==> src/rtl/fsr_pkg.sv <==
`timescale 1ns/1ps
package fsr_pkg;
    typedef enum logic [1:0] {
        ST_OPCODE = 2'd0,
        ST_STREAM = 2'd1,
        ST_MUTE   = 2'd2
    } frame_state_e;
endpackage

==> src/rtl/fsr_cmd_fsm.sv <==
`timescale 1ns/1ps
module fsr_cmd_fsm #(
    parameter int BYTE_W = 8,
    parameter logic [BYTE_W-1:0] OPCODE = 8'hD7,
    localparam int CNT_W = $clog2(BYTE_W)
) (
    input  logic                 sck,
    input  logic                 cs_n,
    input  logic                 si,
    output fsr_pkg::frame_state_e state,
    output logic [CNT_W-1:0]     bit_idx
);
    import fsr_pkg::*;

    localparam logic [CNT_W-1:0] LAST_IDX = CNT_W'(BYTE_W - 1);

    frame_state_e      state_nx;
    logic [BYTE_W-2:0] op_sh;
    logic [BYTE_W-1:0] op_nx;
    logic              byte_end;

    assign byte_end = (bit_idx == LAST_IDX);
    assign op_nx    = {op_sh, si};

    // State register: cleared asynchronously by deselect
    always_ff @(posedge sck or posedge cs_n) begin
        if (cs_n) begin
            state   <= ST_OPCODE;
            bit_idx <= '0;
            op_sh   <= '0;
        end else begin
            state   <= state_nx;
            bit_idx <= byte_end ? '0 : bit_idx + CNT_W'(1);
            op_sh   <= op_nx[BYTE_W-2:0];
        end
    end

    // Transitions: OPCODE_MATCH, OPCODE_MISS; stream and mute persist
    always_comb begin
        state_nx = state;
        unique case (state)
            ST_OPCODE: begin
                if (byte_end) begin
                    state_nx = (op_nx == OPCODE) ? ST_STREAM : ST_MUTE;
                end
            end
            ST_STREAM: state_nx = ST_STREAM;
            ST_MUTE:   state_nx = ST_MUTE;
            default:   state_nx = ST_MUTE;
        endcase
    end
endmodule

==> src/rtl/fsr_status_pack.sv <==
`timescale 1ns/1ps
module fsr_status_pack #(
    parameter int BYTE_W = 8,
    parameter logic [BYTE_W-5:0] DENSITY_CODE = 4'b0111
) (
    input  logic              busy,
    input  logic              cmp_flag,
    input  logic              protect_on,
    input  logic              page_bin,
    output logic [BYTE_W-1:0] status
);
    always_comb begin
        status = {~busy, cmp_flag, DENSITY_CODE, protect_on, page_bin};
    end
endmodule

==> src/rtl/fsr_tx_shifter.sv <==
`timescale 1ns/1ps
module fsr_tx_shifter #(
    parameter int BYTE_W = 8
) (
    input  logic              sck,
    input  logic              cs_n,
    input  logic              stream,
    input  logic              load,
    input  logic [BYTE_W-1:0] snap,
    output logic              so_data,
    output logic              so_oe
);
    logic [BYTE_W-1:0] sh;

    // Launch on the falling edge so the host samples on the rising edge
    always_ff @(negedge sck or posedge cs_n) begin
        if (cs_n) begin
            sh    <= '0;
            so_oe <= 1'b0;
        end else begin
            so_oe <= stream;
            if (stream) begin
                if (load) sh <= snap;
                else      sh <= {sh[BYTE_W-2:0], 1'b0};
            end
        end
    end

    assign so_data = sh[BYTE_W-1];
endmodule

==> src/rtl/fsr_status_responder.sv <==
`timescale 1ns/1ps
module fsr_status_responder #(
    parameter int BYTE_W = 8,
    parameter logic [BYTE_W-1:0] OPCODE = 8'hD7,
    parameter logic [BYTE_W-5:0] DENSITY_CODE = 4'b0111
) (
    input  logic sck,
    input  logic cs_n,
    input  logic si,
    input  logic busy,
    input  logic cmp_flag,
    input  logic protect_on,
    input  logic page_bin,
    output logic so_data,
    output logic so_oe
);
    import fsr_pkg::*;

    localparam int CNT_W = $clog2(BYTE_W);

    frame_state_e      state;
    logic [CNT_W-1:0]  bit_idx;
    logic [BYTE_W-1:0] status;
    logic              stream;
    logic              load;

    fsr_cmd_fsm #(.BYTE_W(BYTE_W), .OPCODE(OPCODE)) u_fsm (
        .sck    (sck),
        .cs_n   (cs_n),
        .si     (si),
        .state  (state),
        .bit_idx(bit_idx)
    );

    fsr_status_pack #(.BYTE_W(BYTE_W), .DENSITY_CODE(DENSITY_CODE)) u_pack (
        .busy      (busy),
        .cmp_flag  (cmp_flag),
        .protect_on(protect_on),
        .page_bin  (page_bin),
        .status    (status)
    );

    assign stream = (state == ST_STREAM);
    assign load   = (bit_idx == '0);

    fsr_tx_shifter #(.BYTE_W(BYTE_W)) u_tx (
        .sck    (sck),
        .cs_n   (cs_n),
        .stream (stream),
        .load   (load),
        .snap   (status),
        .so_data(so_data),
        .so_oe  (so_oe)
    );
endmodule

==> config.mk <==
export PLATFORM = sky130hd
export DESIGN_NAME = fsr_status_responder
export DESIGN_NICKNAME = d
export VERILOG_FILES = /design/src/rtl/fsr_pkg.sv /design/src/rtl/fsr_cmd_fsm.sv /design/src/rtl/fsr_status_pack.sv /design/src/rtl/fsr_tx_shifter.sv /design/src/rtl/fsr_status_responder.sv
export SDC_FILE = /design/constraint.sdc
export NUM_CORES = 1
export LEC_CHECK = 0
export BUFFER_PORTS_ARGS = -buffer_cell sky130_fd_sc_hd__buf_4
export CAP_MARGIN = 40
export CORE_MARGIN = 5
export CORE_UTILIZATION = 48
export CTS_CLUSTER_SIZE = 14
export DETAILED_ROUTE_END_ITERATION = 10
export GPL_TIMING_DRIVEN = 0
export PLACE_DENSITY = 0.76
export SLEW_MARGIN = 15
export SYNTH_ARGS = -nofsm -noshare
export SYNTH_HDL_FRONTEND = slang
export SYNTH_SLANG_ARGS = --single-unit
==> constraint.sdc <==
create_clock -name sck -period 1.1 [get_ports sck]
set_input_delay 0 -clock sck [delete_from_list [all_inputs] [get_ports sck]]
set_output_delay 0 -clock sck [all_outputs]
set_load 0.05 [all_outputs]
==> results.cfg, run 1 <==
[status]
outcome = finished, violations left
violations = negative hold slack, negative setup slack

[critical_path]
worst_setup_path_end_kind = flop
r2r_slack_ns = -0.52
crit_arrival_ns = 1.24
slowest_delay_ns = 0.39
start_kind = flop
rr_worst_depth = 5
critPathBufInv = 1
reg2reg_from = u_fsm.bit_idx[0]
critPathTopFamily = flip-flops
path_cells = inv_2 -> ha_4 -> nand2b_4 -> nand2_4 -> o22a_1
cpMaxStageDelayCell = dfrtp_1
required_ns = 0.72
worstReg2RegEnd = u_tx.sh[2]
criticalPathCategory = flop to flop
path_max_fanout = 5

[floorplanning]
initial_utilization = 0.510
io_pins = 9
die_w_um = 50.2
fp.coreArea_sq_mm = 0.00152
die_h_um = 50.2
dieArea_sq_mm = 0.00252
num_rows = 14

[global_routing]
grt_usage = 0.129
grt_max_degree = 22
grt_pass1_wl_mm = 2.43
grt_overflow = 0
grt_antenna_before_repair = 0
grt_pass1_vias = 563

[sta]
fin_skew_ns = 0.0115
setup_viol = 15
fin_ws_ns = -0.523
tightest_slew_ns = 0.773
drv_slew = 0
hold_viol = 12
whs_ns = -0.194
slew_headroom = 0.484
rsz0062_at_grt = yes
tns_ns = -5.45

[logic_synthesis]
syn_area_sq_um = 777
synth_fp_nets = 72
synth_top_area_cell = dfrtp_1
synth_cell_types = 20
synth_top_area_share = 0.386
ys_ff_latch = 21
ys_warn_count = 0
synth.avg_cell_area_sq_um = 12.5
synthTopCellsByArea = dfrtp_1 (39%), dfrtn_1 (29%), ha_1 (4.8%)
yosysSeqAreaShare = 0.676
synthCells = 62

[cts]
cts_sinks = 21
cts_tree = done
h-tree-depth = 1
insertion_delay_ns = 0.32
postCtsHoldBufs = 1
cts_buffer_depth = 2
clk_pin_slew_ns = 0.12
root_buffer = clkbuf_4
cts_buffers = 3

[detailed_routing]
num_vias = 508
drt_wl_total_mm = 1.35
drcViolationCount = 0
avgViaCountPerCell = 5.13
wl_per_cell_um = 13.6
firstDrtPassIters = 2
drt_iter0_markers = 7
postRouteAntennaNets = 0

[cells_and_area]
drive_gt1_frac = 0.446
final_cell_mix = buf_4 (12), dfrtp_1 (11), dfrtn_1 (9)
postLayoutCoreUtil = 0.685
nNetsFinal = 94
diodes = 0
area_delta_synth_final_pct = 34.3
fill_cells = 119
stdcell_area_sq_mm = 0.00104
layout_commonest_cell = buf_4

[power]
p_leak_nw = 0.475
peakVddDrop_mv = 0.952
power_density_mw_per_mm2 = 1200

[hold_path]
hp-class = primary input to asynchronous set/reset pin

[placed_design]
hpwl_um = 836
placed_area_sq_um = 885
dp_slack_ns = -0.533
io_buffers = 8
gp_congestion = 0.675

[flow_run]
cap_violations = 0
-- final cells by class --
cell class | instances | area, sq um | share of cell area
buffer | 1 | 11.3 | 0.0108
clock inverter | 1 | 7.51 | 0.00719
sequential | 21 | 527 | 0.505
tap | 16 | 20.0 | 0.0192
clock buffer | 3 | 22.5 | 0.0216
inverter | 5 | 21.3 | 0.0204
multi-input combinational | 35 | 289 | 0.277
timing repair buffer | 17 | 145 | 0.139
-- where the power goes --
part	total, W	leakage, nW	internal [W]	switching [W]
logic	0.0000554	0.224	0.0000257	0.0000297
clock network	0.000396	0.0139	0.000139	0.000257
registers	0.000805	0.237	0.000794	0.0000103
total	0.00126	0.475	0.000959	0.000297
-- registers in the layout (all words and copies together), names as in the netlist --
| register | cells |
|---|---|
| u_fsm.op_sh | 7 |
| u_fsm.bit_idx | 3 |
| u_fsm.state | 2 |
| u_tx.so_oe | 1 |
| u_tx.sh | 8 |
-- worst register-to-register path: stages, from the launching register on --
cell and delay, ns:
dfrtp_1 0.39, inv_2 0.05, ha_4 0.17, nand2b_4 0.10
nand2_4 0.06, o22a_1 0.15
-- per-stage QoR --
step,power [W],hold slack [ns],std cells
after floorplan,0.000842,-0.0236,62
after global placement,0.000867,0.121,86
after detailed placement,0.000869,0.120,86
after CTS,0.00127,-0.173,96
after global routing,0.00132,-0.141,99
final,0.00126,-0.194,99
-- metal layers --
metal,GRT usage,wire length (um)
met5,0,0
met3,0.0385,54
met2,0.195,618
met4,0.0917,48
met1,0.157,623
-- kinds of logic after synthesis --
| group | synth area share |
|---|---|
| AND/OR/NAND/NOR | 0.156 |
| flip-flops | 0.676 |
| AO/OA/AOI/OAI | 0.0805 |
| buffers and inverters | 0.0386 |
| adder cells (fa/ha/maj) | 0.0483 |
-- how the worst max path moves through the flow --
| stage | from | end | cells past startpoint |
|---|---|---|---|
| global placement | u_fsm.bit_idx[0] | u_tx.sh[7] | 5 |
| global route | u_fsm.bit_idx[0] | u_tx.sh[7] | 5 |
| CTS | u_fsm.bit_idx[0] | u_tx.sh[2] | 5 |
| finish | u_fsm.bit_idx[0] | u_tx.sh[2] | 5 |
| detailed placement | u_fsm.bit_idx[0] | u_tx.sh[6] | 5 |
| floorplan | u_fsm.bit_idx[0] | u_tx.sh[7] | 5 |
-- cell usage after synthesis --
cell	n
dfrtp_1	12
nor2_1	3
and4b_1	1
a21oi_1	1
nor2b_1	2
nand4_1	1
buf_6	1
inv_2	1
dfrtn_1	9
o21ai_0	2
nor3b_1	1
o22a_1	3
nand3_1	2
nand2b_1	2
nand2b_4	1
a31oi_1	2
inv_1	4
a31o_1	1
ha_1	3
nand2_1	10
-- what timing repair did --
action	4_1_cts	5_1_grt
cloned	1	0
endpoints found under the setup margin	13	15
endpoints found under the hold margin	14	12
gates resized for setup	13	4
setup buffers	4	3
pin swaps	8	4
(Power assumes the default switching activity.)
==> run 2, diff against run 1 <==
CORE_ASPECT_RATIO = 1.1   (was not set)
==> results.cfg, run 2 (synthesized netlist as in run 1, its figures left out) <==
[floorplanning]
dieArea_sq_mm = 0.00252
die_w_um = 48.4
fp.coreArea_sq_mm = 0.00156
initial_utilization = 0.499
die_h_um = 52.2
io_pins = 9
num_rows = 15

[cts]
cts_sinks = 21
clk_pin_slew_ns = 0.11
cts_tree = done
cts_buffers = 3
insertion_delay_ns = 0.29
cts_buffer_depth = 2
root_buffer = clkbuf_4
h-tree-depth = 1
postCtsHoldBufs = 1

[cells_and_area]
final_cell_mix = dfrtp_1 (11), nand2_1 (9), buf_4 (9), dfrtn_1 (9), buf_6 (5)
diodes = 0
nNetsFinal = 91
drive_gt1_frac = 0.400
largest-register = u_tx.sh
layout_commonest_cell = dfrtp_1
area_delta_synth_final_pct = 32.2
top_regs = u_tx.sh: 8 flops, u_fsm.op_sh: 7 flops, u_fsm.bit_idx: 3 flops
largest_register_ffs = 8

[global_routing]
grt_pass1_vias = 552
grt_pass1_wl_mm = 2.44
grt_overflow = 0
grt_usage = 0.129
grt_antenna_before_repair = 0
grt_max_degree = 22

[critical_path]
critPathTopFamily = flip-flops
cp-startpoint = u_fsm.bit_idx[1]
rr_worst_depth = 5
cpMaxStageDelayCell = dfrtp_1
path_max_fanout = 5
crit_arrival_ns = 1.21
critPathBufInv = 1
r2r_slack_ns = -0.52
required_ns = 0.69
path_cells = inv_2 -> ha_4 -> nand2b_4 -> nand2_4 -> o22a_1
slowest_delay_ns = 0.38
start_kind = flop
worst_setup_path_end_kind = flop
worstReg2RegEnd = u_tx.sh[4]
reg2reg_from = u_fsm.bit_idx[1]
criticalPathCategory = flop to flop

[detailed_routing]
avgViaCountPerCell = 5.15
drt_wl_total_mm = 1.34
num_vias = 500
postRouteAntennaNets = 0
firstDrtPassIters = 4
wl_per_cell_um = 13.8
drt_iter0_markers = 4
drcViolationCount = 0

[power]
power_density_mw_per_mm2 = 1180
p_int_w = 0.000961
p_seq_frac = 0.665
p_total_w = 0.00121
clock_power_share = 0.290
p_leak_nw = 0.464
p_switching_w = 0.000250
p_sw_frac = 0.206
peakVddDrop_mv = 0.991
comb_power_share = 0.045

[sta]
slew_headroom = 0.491
hold_viol = 12
fin_skew_ns = 0.0106
tightest_slew_ns = 0.762
fin_ws_ns = -0.520
setup_viol = 14
whs_ns = -0.168
rsz0062_at_grt = yes
drv_slew = 0

[flow_run]
cap_violations = 0

[hold_path]
hp-class = primary input to asynchronous set/reset pin

[status]
violations = negative hold slack, negative setup slack
outcome = finished, violations left

[placed_design]
gp_congestion = 0.739
dp_slack_ns = -0.512
hpwl_um = 882
io_buffers = 8
[run 2: layer usage]
layer  wire, um  share of wire  global-route usage  vias up
met4         43          0.032              0.0968        0
li1           -              -                   -      244
met1        580           0.43               0.144      245
met2        677           0.51               0.222        7
met3         37          0.028              0.0199        4
met5          0              0                   0        -
[run 2: final cells by class]
class | count | area [sq um]
fillers | 122 | 531
flip-flops and latches | 21 | 527
multi-input cells | 35 | 298
repair buffers | 14 | 123
clock buffers | 4 | 26.3
inverters | 5 | 21.3
well taps | 17 | 21.3
plain buffers | 1 | 11.3
[run 2: stage by stage]
stage	util	area, sq um	instances	setup TNS (ns)
floorplan	-	805	62	-3.92
global placement	0.569	886	87	-4.47
detailed placement	0.569	886	87	-4.93
CTS	0.650	1010	97	-4.94
global route	0.659	1030	97	-5.70
finish	0.659	1030	97	-4.94
[run 2: worst max-delay path by stage]
| stage | end | depth (start not counted) | slack (ns) |
|---|---|---|---|
| 2_1_floorplan | u_tx.sh[7] | 5 | -0.46 |
| 3_3_place_gp | u_tx.sh[7] | 5 | -0.50 |
| 3_5_place_dp | u_tx.sh[4] | 5 | -0.51 |
| 4_1_cts | u_tx.sh[4] | 5 | -0.51 |
| 5_1_grt | u_tx.sh[4] | 5 | -0.58 |
| 6_report | u_tx.sh[4] | 5 | -0.52 |
[run 2: power by group through the flow]
stage | Combinational, W | Sequential [W] | Clock, W
3_3_place_gp | 0.0000496 | 0.000818 | 0
5_1_grt | 0.0000609 | 0.000808 | 0.000402
2_1_floorplan | 0.0000193 | 0.000822 | 0
6_report | 0.0000542 | 0.000805 | 0.000351
3_5_place_dp | 0.0000505 | 0.000819 | 0
4_1_cts | 0.0000558 | 0.000805 | 0.000365
[run 2: repair_timing]
item	CTS	global route
cloned	1	0
endpoints found under the hold margin	13	12
pin swaps	2	1
endpoints found under the setup margin	13	14
buffers inserted	4	1
gates resized for setup	12	6
==> run 3, diff against run 2 <==
CORE_MARGIN = not set   (was 5)
==> results.cfg, run 3 (synthesized netlist as in run 1, its figures left out) <==
[floorplanning]
die_w_um = 40.4
dieArea_sq_mm = 0.00178
io_pins = 9
num_rows = 14
fp.coreArea_sq_mm = 0.00144
die_h_um = 44.2
initial_utilization = 0.541

[sta]
whs_ns = -0.169
rsz0062_at_grt = yes
tightest_slew_ns = 0.748
fin_skew_ns = 0.00176
drv_slew = 0
hold_viol = 12
fin_ws_ns = -0.528
slew_headroom = 0.501
setup_viol = 14
tns_ns = -5.09

[detailed_routing]
avgViaCountPerCell = 5.22
firstDrtPassIters = 3
wl_per_cell_um = 13.5
postRouteAntennaNets = 0
drt_wl_total_mm = 1.35
drcViolationCount = 0
drt_iter0_markers = 5
num_vias = 522

[critical_path]
crit_arrival_ns = 1.23
reg2reg_from = u_fsm.bit_idx[0]
criticalPathCategory = flop to flop
worst_setup_path_end_kind = flop
required_ns = 0.70
rr_worst_depth = 5
r2r_slack_ns = -0.53
path_max_fanout = 3
worstReg2RegEnd = u_tx.sh[7]
start_kind = flop

[cells_and_area]
stdcell_area_sq_mm = 0.00104
layout_commonest_cell = buf_4
postLayoutCoreUtil = 0.723
largest-register = u_tx.sh
fill_cells = 100
top_regs = u_tx.sh: 8 flops, u_fsm.op_sh: 7 flops, u_fsm.bit_idx: 3 flops
area_delta_synth_final_pct = 33.7
nNetsFinal = 95
diodes = 0
largest_register_ffs = 8
drive_gt1_frac = 0.440
final_cell_mix = buf_4 (14), dfrtp_1 (12), dfrtn_1 (9)

[status]
outcome = finished, violations left
violations = negative hold slack, negative setup slack

[power]
p_sw_frac = 0.206
peakVddDrop_mv = 0.974
comb_power_share = 0.048
p_seq_frac = 0.663
clock_power_share = 0.289
p_leak_nw = 0.485
p_switching_w = 0.000249
p_int_w = 0.000963
power_density_mw_per_mm2 = 1170

[cts]
root_buffer = clkbuf_4
clk_pin_slew_ns = 0.10
cts_tree = done
cts_buffer_depth = 2
cts_buffers = 3
h-tree-depth = 1
postCtsHoldBufs = 1
cts_sinks = 21
insertion_delay_ns = 0.29

[global_routing]
grt_overflow = 0
grt_usage = 0.187
grt_antenna_before_repair = 0
grt_pass1_vias = 532
grt_max_degree = 22
grt_pass1_wl_mm = 2.17

[placed_design]
dp_slack_ns = -0.595
hpwl_um = 840
placed_area_sq_um = 885
io_buffers = 8
gp_congestion = 0.738

[hold_path]
hp-class = primary input to asynchronous set/reset pin

[flow_run]
cap_violations = 0
## run 3: cell types whose count changed in the layout (fill, tap and decap cells not counted), moves of 2 or more
cell,change
buf_4,+5
nand2_2,+2
ha_2,+2
ha_4,-2
nand2_1,-2
## run 3: timing repair
item                                    in CTS  in global routing
resized for setup                            7                  8
gates cloned                                 1                  0
setup buffers                                4                  4
pin swaps                                    2                  7
endpoints found under the setup margin      13                 15
endpoints found under the hold margin       13                 12
## run 3: worst max-delay path by stage
stage,endpoint,start,slack [ns],depth (start not counted)
after global routing,u_tx.sh[2],u_fsm.bit_idx[0],-0.58,5
after floorplan,u_tx.sh[7],u_fsm.bit_idx[0],-0.46,5
final,u_tx.sh[7],u_fsm.bit_idx[0],-0.53,5
after CTS,u_tx.sh[6],u_fsm.bit_idx[0],-0.55,5
after detailed placement,u_tx.sh[6],u_fsm.bit_idx[0],-0.59,5
after global placement,u_tx.sh[7],u_fsm.bit_idx[0],-0.52,5
## run 3: per-stage QoR
step	hold WS [ns]	std cells	power (W)
after CTS	-0.153	96	0.00123
after floorplan	-0.0236	62	0.000842
final	-0.169	100	0.00121
after global placement	0.123	86	0.000867
after detailed placement	0.121	86	0.000869
after global routing	-0.0927	100	0.00127
## run 3: worst max-delay path: stages (launching register included)
cell and delay, ns:
dfrtp_1 0.39, inv_2 0.05, ha_4 0.17, nor3b_2 0.16, a21oi_2 0.11, o21ai_1 0.06
## run 3: power by group through the flow
stage / registers, W / clock network, W / logic, W
final: 0.000804 / 0.000350 / 0.0000581
after global routing: 0.000808 / 0.000397 / 0.0000660
after CTS: 0.000804 / 0.000368 / 0.0000571
after detailed placement: 0.000818 / 0 / 0.0000506
after global placement: 0.000817 / 0 / 0.0000495
after floorplan: 0.000822 / 0 / 0.0000193
## run 3: metal layers
layer,part of all wire,track usage,vias up
li1,-,-,251
met1,0.44,0.235,264
met2,0.53,0.289,5
met3,0.024,0.0452,2
met4,0.0074,0.100,0
met5,0,0,-
## run 3: layout make-up
type	instances	area, sq um	share of cell area
Sequential cell	21	526	0.506
Multi-Input combinational cell	35	285	0.275
Timing Repair Buffer	18	149	0.143
Clock buffer	4	26.3	0.0253
Inverter	5	21.3	0.0205
Tap cell	16	20.0	0.0193
Buffer	1	11.3	0.0108
